$ cat config.mk
export PLATFORM = sky130hd
export DESIGN_NAME = pwr_mode_ctrl
export DESIGN_NICKNAME = d
export VERILOG_FILES = /design/src/rtl/pmc_pkg.sv /design/src/rtl/pmc_tick_cnt.sv /design/src/rtl/pmc_entry_seq.sv /design/src/rtl/pmc_wake_sel.sv /design/src/rtl/pwr_mode_ctrl.sv
export SDC_FILE = /design/constraint.sdc
export NUM_CORES = 1
export LEC_CHECK = 0
export ABC_AREA = 1
export CAP_MARGIN = 10
export CORE_MARGIN = 5
export CORE_UTILIZATION = 39
export DETAILED_ROUTE_END_ITERATION = 16
export DONT_BUFFER_PORTS = 1
export GPL_ROUTABILITY_DRIVEN = 0
export PLACE_DENSITY = 0.52
export RECOVER_POWER = 50
export SKIP_LAST_GASP = 1
export SYNTH_ARGS = -nofsm -noshare
export SYNTH_HDL_FRONTEND = slang
export SYNTH_SLANG_ARGS = --single-unit
$ cat constraint.sdc
create_clock -name clk_i -period 3.5 [get_ports clk_i]
set_input_delay 0.35 -clock clk_i [delete_from_list [all_inputs] [get_ports clk_i]]
set_output_delay 0.35 -clock clk_i [all_outputs]
set_load 0.02 [all_outputs]
$ cat src/rtl/pmc_pkg.sv
package pmc_pkg;

    typedef enum logic [2:0] {
        M_PDOWN  = 3'd0,
        M_RESET  = 3'd1,
        M_NREQ   = 3'd2,
        M_NORMAL = 3'd3,
        M_STBY   = 3'd4,
        M_STOP   = 3'd5,
        M_SLEEP  = 3'd6
    } pmc_mode_e;

    localparam logic [2:0] CMD_NORMAL = 3'd1;
    localparam logic [2:0] CMD_STBY   = 3'd2;
    localparam logic [2:0] CMD_STOP   = 3'd3;
    localparam logic [2:0] CMD_SLEEP  = 3'd4;

    function automatic int imax(input int a, input int b);
        return (a > b) ? a : b;
    endfunction

endpackage

$ cat src/rtl/pmc_tick_cnt.sv
// Saturating strobe counter with synchronous clear.
module pmc_tick_cnt #(
    parameter int W = 8
) (
    input  logic         clk_i,
    input  logic         rst_ni,
    input  logic         clr_i,
    input  logic         tick_i,
    output logic [W-1:0] cnt_o
);
    localparam logic [W-1:0] CNT_TOP = '1;

    always_ff @(posedge clk_i or negedge rst_ni) begin
        if (!rst_ni) begin
            cnt_o <= '0;
        end else if (clr_i) begin
            cnt_o <= '0;
        end else if (tick_i && (cnt_o != CNT_TOP)) begin
            cnt_o <= cnt_o + 1'b1;
        end
    end
endmodule

$ cat src/rtl/pmc_entry_seq.sv
// Tracks the two-step entry sequences and detects chip-select rising edges.
module pmc_entry_seq
    import pmc_pkg::*;
(
    input  logic       clk_i,
    input  logic       rst_ni,
    input  logic       flush_i,
    input  logic       cmd_valid_i,
    input  logic [2:0] cmd_code_i,
    input  logic       wd_trig_i,
    input  logic       cs_i,
    output logic       cs_rise_o,
    output logic       stby_go_o,
    output logic       stop_go_o
);
    logic cs_q;
    logic pend_stby;
    logic pend_stop;
    logic any_evt;

    always_ff @(posedge clk_i or negedge rst_ni) begin
        if (!rst_ni) begin
            cs_q <= 1'b1;
        end else begin
            cs_q <= cs_i;
        end
    end

    assign cs_rise_o = cs_i & ~cs_q;
    assign any_evt   = cmd_valid_i | wd_trig_i | cs_rise_o;

    // Every event replaces the pending step; only a matching command arms one.
    always_ff @(posedge clk_i or negedge rst_ni) begin
        if (!rst_ni) begin
            pend_stby <= 1'b0;
            pend_stop <= 1'b0;
        end else if (flush_i) begin
            pend_stby <= 1'b0;
            pend_stop <= 1'b0;
        end else if (any_evt) begin
            pend_stby <= cmd_valid_i && (cmd_code_i == CMD_STBY);
            pend_stop <= cmd_valid_i && (cmd_code_i == CMD_STOP);
        end
    end

    assign stby_go_o = pend_stby & wd_trig_i & ~cmd_valid_i & ~cs_rise_o;
    assign stop_go_o = pend_stop & cs_rise_o & ~cmd_valid_i & ~wd_trig_i;
endmodule

$ cat src/rtl/pmc_wake_sel.sv
// Merges wake-up sources, applying the exclusive timed-wake enables.
module pmc_wake_sel #(
    parameter int NSRC = 4
) (
    input  logic            cs_rise_i,
    input  logic            wake_bus_i,
    input  logic            wake_forced_i,
    input  logic            wake_cyclic_i,
    input  logic            fwu_en_i,
    input  logic            cyc_en_i,
    output logic            wake_o
);
    logic [NSRC-1:0] src;
    logic [NSRC-1:0] msk;
    logic [NSRC-1:0] hit;

    assign src = {wake_cyclic_i, wake_forced_i, wake_bus_i, cs_rise_i};
    assign msk = {cyc_en_i & ~fwu_en_i, fwu_en_i, 1'b1, 1'b1};

    for (genvar g = 0; g < NSRC; g++) begin : g_src
        assign hit[g] = src[g] & msk[g];
    end

    assign wake_o = |hit;
endmodule

$ cat src/rtl/pwr_mode_ctrl.sv
module pwr_mode_ctrl
    import pmc_pkg::*;
#(
    parameter int RST_TICKS  = 4,
    parameter int NREQ_TICKS = 350,
    parameter int WD_TICKS   = 128,
    parameter int WIN_TICKS  = 64,
    parameter int STOP_TICKS = 512,
    parameter int LOW_TICKS  = 100
) (
    input  logic       clk_i,
    input  logic       rst_ni,
    input  logic       ms_tick_i,
    input  logic       cmd_valid_i,
    input  logic [2:0] cmd_code_i,
    input  logic       wd_trig_i,
    input  logic       win_en_i,
    input  logic       cs_i,
    input  logic       vdd_low_i,
    input  logic       vdd_hot_i,
    input  logic       vsup_ok_i,
    input  logic       batfail_i,
    input  logic       nostop_i,
    input  logic       fwu_en_i,
    input  logic       cyc_en_i,
    input  logic       wake_bus_i,
    input  logic       wake_forced_i,
    input  logic       wake_cyclic_i,
    output logic [2:0] mode_o,
    output logic       rst_o,
    output logic       wd_to_o
);
    localparam int TMAX = imax(imax(RST_TICKS, NREQ_TICKS),
                               imax(imax(WD_TICKS, WIN_TICKS), STOP_TICKS));
    localparam int TW   = $clog2(TMAX + 1);
    localparam int LW   = $clog2(LOW_TICKS + 1);

    localparam logic [TW-1:0] L_RST  = TW'(RST_TICKS);
    localparam logic [TW-1:0] L_NREQ = TW'(NREQ_TICKS);
    localparam logic [TW-1:0] L_WD   = TW'(WD_TICKS);
    localparam logic [TW-1:0] L_WIN  = TW'(WIN_TICKS);
    localparam logic [TW-1:0] L_STOP = TW'(STOP_TICKS);
    localparam logic [LW-1:0] L_LOW  = LW'(LOW_TICKS);

    pmc_mode_e state_q, state_d;

    logic [TW-1:0] tmr_cnt;
    logic [LW-1:0] low_cnt;
    logic          tmr_clr;
    logic          cs_rise, stby_go, stop_go, wake;
    logic          supply_bad, low_long, lp_ok;
    logic          wd_state, early, trig_ok, trig_bad, expired;
    logic [TW-1:0] wd_limit;
    logic          to_evt;
    logic          mode_chg;

    // ---------------------------------------------------------- helpers
    pmc_tick_cnt #(.W(TW)) u_state_tmr (
        .clk_i  (clk_i),
        .rst_ni (rst_ni),
        .clr_i  (tmr_clr),
        .tick_i (ms_tick_i),
        .cnt_o  (tmr_cnt)
    );

    pmc_tick_cnt #(.W(LW)) u_low_tmr (
        .clk_i  (clk_i),
        .rst_ni (rst_ni),
        .clr_i  (~vdd_low_i),
        .tick_i (ms_tick_i),
        .cnt_o  (low_cnt)
    );

    pmc_entry_seq u_seq (
        .clk_i       (clk_i),
        .rst_ni      (rst_ni),
        .flush_i     (mode_chg),
        .cmd_valid_i (cmd_valid_i),
        .cmd_code_i  (cmd_code_i),
        .wd_trig_i   (wd_trig_i),
        .cs_i        (cs_i),
        .cs_rise_o   (cs_rise),
        .stby_go_o   (stby_go),
        .stop_go_o   (stop_go)
    );

    pmc_wake_sel #(.NSRC(4)) u_wake (
        .cs_rise_i     (cs_rise),
        .wake_bus_i    (wake_bus_i),
        .wake_forced_i (wake_forced_i),
        .wake_cyclic_i (wake_cyclic_i),
        .fwu_en_i      (fwu_en_i),
        .cyc_en_i      (cyc_en_i),
        .wake_o        (wake)
    );

    // ---------------------------------------------------- watchdog view
    assign supply_bad = vdd_low_i | vdd_hot_i;
    assign low_long   = (low_cnt >= L_LOW);
    assign lp_ok      = ~nostop_i & ~batfail_i;

    always_comb begin
        wd_state = 1'b1;
        wd_limit = L_WD;
        unique case (state_q)
            M_NREQ:           wd_limit = L_NREQ;
            M_NORMAL, M_STBY: wd_limit = L_WD;
            M_STOP:           wd_limit = L_STOP;
            default: begin
                wd_state = 1'b0;
                wd_limit = L_WD;
            end
        endcase
    end

    assign early    = win_en_i && ((state_q == M_NORMAL) || (state_q == M_STBY))
                      && (tmr_cnt < L_WIN);
    assign trig_ok  = wd_state & wd_trig_i & ~early;
    assign trig_bad = wd_state & wd_trig_i & early;
    assign expired  = wd_state & (tmr_cnt >= wd_limit);

    // ------------------------------------------------ next-state logic
    always_comb begin
        state_d = state_q;
        to_evt  = 1'b0;
        unique case (state_q)
            M_PDOWN: begin
                state_d = M_RESET;
            end
            M_RESET: begin
                if ((vdd_hot_i || low_long) && vsup_ok_i && lp_ok) begin
                    state_d = M_SLEEP;
                end else if (!supply_bad && (tmr_cnt >= L_RST)) begin
                    state_d = M_NREQ;
                end
            end
            M_NREQ: begin
                if (supply_bad) begin
                    state_d = M_RESET;
                end else if (expired) begin
                    to_evt  = 1'b1;
                    state_d = lp_ok ? M_SLEEP : M_RESET;
                end else if (stby_go) begin
                    state_d = M_STBY;
                end else if (wd_trig_i) begin
                    state_d = M_NORMAL;
                end
            end
            M_NORMAL, M_STBY: begin
                if (supply_bad) begin
                    state_d = M_RESET;
                end else if (expired || trig_bad) begin
                    to_evt  = 1'b1;
                    state_d = M_RESET;
                end else if (cmd_valid_i && (cmd_code_i == CMD_SLEEP) && lp_ok) begin
                    state_d = M_SLEEP;
                end else if (stop_go && !nostop_i) begin
                    state_d = M_STOP;
                end else if ((state_q == M_NORMAL) && stby_go) begin
                    state_d = M_STBY;
                end else if ((state_q == M_STBY) && cmd_valid_i
                             && (cmd_code_i == CMD_NORMAL)) begin
                    state_d = M_NORMAL;
                end
            end
            M_STOP: begin
                if (supply_bad) begin
                    state_d = M_RESET;
                end else if (expired) begin
                    to_evt  = 1'b1;
                    state_d = M_RESET;
                end else if (wake) begin
                    state_d = M_NREQ;
                end
            end
            M_SLEEP: begin
                if (wake) begin
                    state_d = M_RESET;
                end
            end
            default: begin
                state_d = M_RESET;
            end
        endcase
    end

    assign mode_chg = (state_d != state_q);
    assign tmr_clr  = mode_chg | trig_ok | ((state_q == M_RESET) & supply_bad);

    // ---------------------------------------------------- state register
    always_ff @(posedge clk_i or negedge rst_ni) begin
        if (!rst_ni) begin
            state_q <= M_PDOWN;
            wd_to_o <= 1'b0;
        end else begin
            state_q <= state_d;
            if (to_evt) begin
                wd_to_o <= 1'b1;
            end else if (trig_ok) begin
                wd_to_o <= 1'b0;
            end
        end
    end

    // ------------------------------------------------------------ outputs
    always_comb begin
        mode_o = state_q;
        rst_o  = (state_q == M_PDOWN) || (state_q == M_RESET);
    end
endmodule

==> run_results.csv <==
group,metric,value,unit
timing,clock_skew,2.93,ps
clocking,tritoncts,"done",
timing,setup_tns,0,ps
clocking,post_cts_buffers,0,
setup_path,r2r_start,"mode_o[1]",
cells_and_area,fin_nets,327,
min_path,min_from,"cs_i",
place,dpl_cell_area,2060,um^2
global_routing,grt_pass1_vias,1645,
detailed_routing,drtIter0Drc,117,
place,portBuffers,0,
power,pwr-share-comb,36.8,%
die,initial_utilization,41.0,%
clocking,clockRootBuffer,"clkbuf_8",
global_routing,grt_max_degree,25,
clocking,cts_max_path_buffers,2,
yosys,synth_area_leaders,"dfrtp_1 (29%), nand2_1 (13%), nand3_1 (8.1%)",
timing,min_period_over_period,85.2,%
cells_and_area,fill_cells,544,
clocking,insertion_delay,270,ps
global_routing,grt_pass1_wl,7.72,mm
die,core_area,4820,um^2
setup_path,rr_endpoint,"u_state_tmr.cnt_o[8]",
die,pin_count,25,
power,p_sw_share,41.3,%
power,ir_drop,180,uV
die,die-area,6580,um^2
flow_run,drv_cap,0,
cells_and_area,final_common_cell,"nand2_1",
global_routing,grt_overflow,0,
setup_path,worstSetupPathType,"reg2reg",
setup_path,reg2reg_slack,520,ps
timing,maxSlewViolCount,0,
min_path,hold_path_depth,0,
detailed_routing,drc,0,
timing,final-hold-violation-count,0,
die,row_count,25,
detailed_routing,via_count,1710,
die,die_w,81.1,um
timing,rsz0062_at_grt,"false",
timing,tightest_slew,1320,ps
global_routing,groute.usage.overall,15.0,%
power,seqPwrFrac,42.0,%
power,power.switching,0.000340,W
setup_path,cp-end-kind,"flop",
detailed_routing,vias_per_cell,4.74,
outcome,status,"finished, final reports clean",
cells_and_area,regArea,602,um^2
cells_and_area,layout-drive-gt1-share,13.6,%
setup_path,required,3710,ps
yosys,syn_inst,287,
cells_and_area,final_cell_mix,"nand2_1 (69), inv_1 (41), nand3_1 (32)",
clocking,cts_made_buffers,3,
timing,fin_crit,2980,ps
detailed_routing,drt-total-wl,4.52,mm
yosys,yosys_warnings,0,
setup_path,start_kind,"flop",
yosys,synth_fp_nets,319,
yosys,synth.avg_cell_area,6.88,um^2
setup_path,r2r_cells,21,
cells_and_area,multi_input_area,1170,um^2
die,die_h,81.1,um
clocking,clk_pin_slew,80,ps
detailed_routing,dr.pass1.iters,4,
place,dpl.hpwl,3.68,mm
yosys,ys_types,30,
yosys,synth_area,1970,um^2
cells_and_area,final_cell_area,2120,um^2
cells_and_area,syn2layout_area_growth,7.42,%
yosys,ys_ff_latch,24,
clocking,cts.sinks,24,
cells_and_area,diodes,0,
power,clockPowerShare,21.1,%
setup_path,path_max_fanout,10,
detailed_routing,wl_per_cell,12.5,um
timing,max_slew_margin,11.8,%
yosys,ys_seq_area_share,30.5,%
min_path,hp-class,"in2reg",
timing,fmax,0.335,GHz
yosys,netlist.area_leader.share,29.2,%
min_path,hold_path_end,"u_seq.cs_q",
yosys,post-synth-top-area-cell,"dfrtp_1",
power,p_int,0.000484,W
global_routing,antenna_found_initial,0,
clocking,h-tree-depth,1,
setup_path,arrival,3190,ps
timing,setup_violations,0,
power,powerDensity,388,nW/um^2
detailed_routing,antenna_left,0,
power,leakage,1.06,nW
==> cells by family (layout without fill, tap and decap cells) <==
logic type	after synthesis	count (layout)	synth area share, %
xor+xnor	7	7	3.11
simple gates	171	171	42.3
buf+inv	50	57	9.96
fa+ha+maj	12	12	7.61
flops	24	24	30.5
compound gates	23	23	6.53
==> layer usage <==
layer	GRT usage (%)	part of all wire [%]	up-vias
li1	-	-	937
met5	0	0	-
met1	21.1	50	743
met3	2.55	4.9	3
met2	24.2	44	27
met4	3.04	0.60	0
==> stage by stage <==
step	cells	util [%]	total power, W	hold slack, ps	setup WS (ps)
final	361	44.0	0.000823	66.3	517
after global routing	361	44.0	0.000890	45.9	221
after CTS	361	44.3	0.000840	56.9	483
after detailed placement	355	42.8	0.000650	55.0	507
after global placement	355	42.8	0.000652	54.9	523
after floorplan	287	-	0.000591	54.4	821
==> worst max-delay path by stage <==
stage | startpoint | endpoint | slack (ps) | cells after the start
3_3_place_gp | mode_o[1] | u_state_tmr.cnt_o[8] | 520 | 21
4_1_cts | mode_o[1] | u_state_tmr.cnt_o[8] | 480 | 21
5_1_grt | mode_o[1] | u_state_tmr.cnt_o[5] | 220 | 21
2_1_floorplan | mode_o[2] | u_state_tmr.cnt_o[0] | 820 | 22
3_5_place_dp | mode_o[1] | u_state_tmr.cnt_o[8] | 510 | 21
6_report | mode_o[1] | u_state_tmr.cnt_o[8] | 520 | 21
==> flip-flops by register name (all words and copies together) (netlist names) <==
signal / count
u_seq.pend_stop: 1
u_seq.cs_q: 1
wd_to_o: 1
u_seq.pend_stby: 1
mode_o: 3
u_state_tmr.cnt_o: 10
u_low_tmr.cnt_o: 7
==> cell usage after synthesis <==
master / number
o21ai_0: 10
a21oi_1: 7
nor3_1: 7
buf_6: 1
nor2_2: 15
o21bai_1: 1
o22ai_1: 1
o21ai_1: 1
ha_1: 12
inv_2: 7
nand3_4: 1
nand3_2: 1
nand2_2: 4
inv_1: 41
xor2_1: 7
dfstp_2: 1
nor2_4: 1
nor4_1: 5
dfrtp_1: 23
nor2_1: 25
nand3b_4: 1
nand3_1: 32
a221oi_1: 1
a211oi_1: 1
o21ai_2: 1
nor3_4: 1
nand2_1: 69
nand4_1: 8
clkinv_2: 1
nand2_4: 1
==> layout make-up <==
cell class	instances	share of cell area, %
clock buffers	4	2.13
inverters	49	8.74
multi-input cells	213	55.4
flip-flops and latches	24	28.4
well taps	67	3.96
repair buffers	4	1.36
==> repair_timing <==
action,CTS,global route
hold endpoints to repair,24,0
resized for setup,0,0
hold buffers,2,0
==> worst max-delay path, cell delays in order, from the launching register on <==
cell and delay (ps):
dfrtp_1 580, inv_2 120, nand2_1 120, nor2_2 60, inv_2 100, nand2_1 60
ha_1 290, nand2_1 70, nand2_1 50, nand3_1 60, nand2_1 50, nor2_1 100
nand2_1 110, nand2_4 130, nand4_1 120, nand3_1 110, nand2_1 60, nand2_1 100
nand2_1 60, nand2_1 210, nand3b_4 220, nor2_2 130
==> power groups by stage <==
stage	Combinational (W)	Sequential [W]	Clock (W)
after global routing	0.000343	0.000352	0.000196
after global placement	0.000299	0.000352	0
after CTS	0.000310	0.000347	0.000184
after floorplan	0.000246	0.000345	0
final	0.000303	0.000346	0.000174
after detailed placement	0.000298	0.000352	0
No activity file was read; power rests on OpenSTA's default activity.
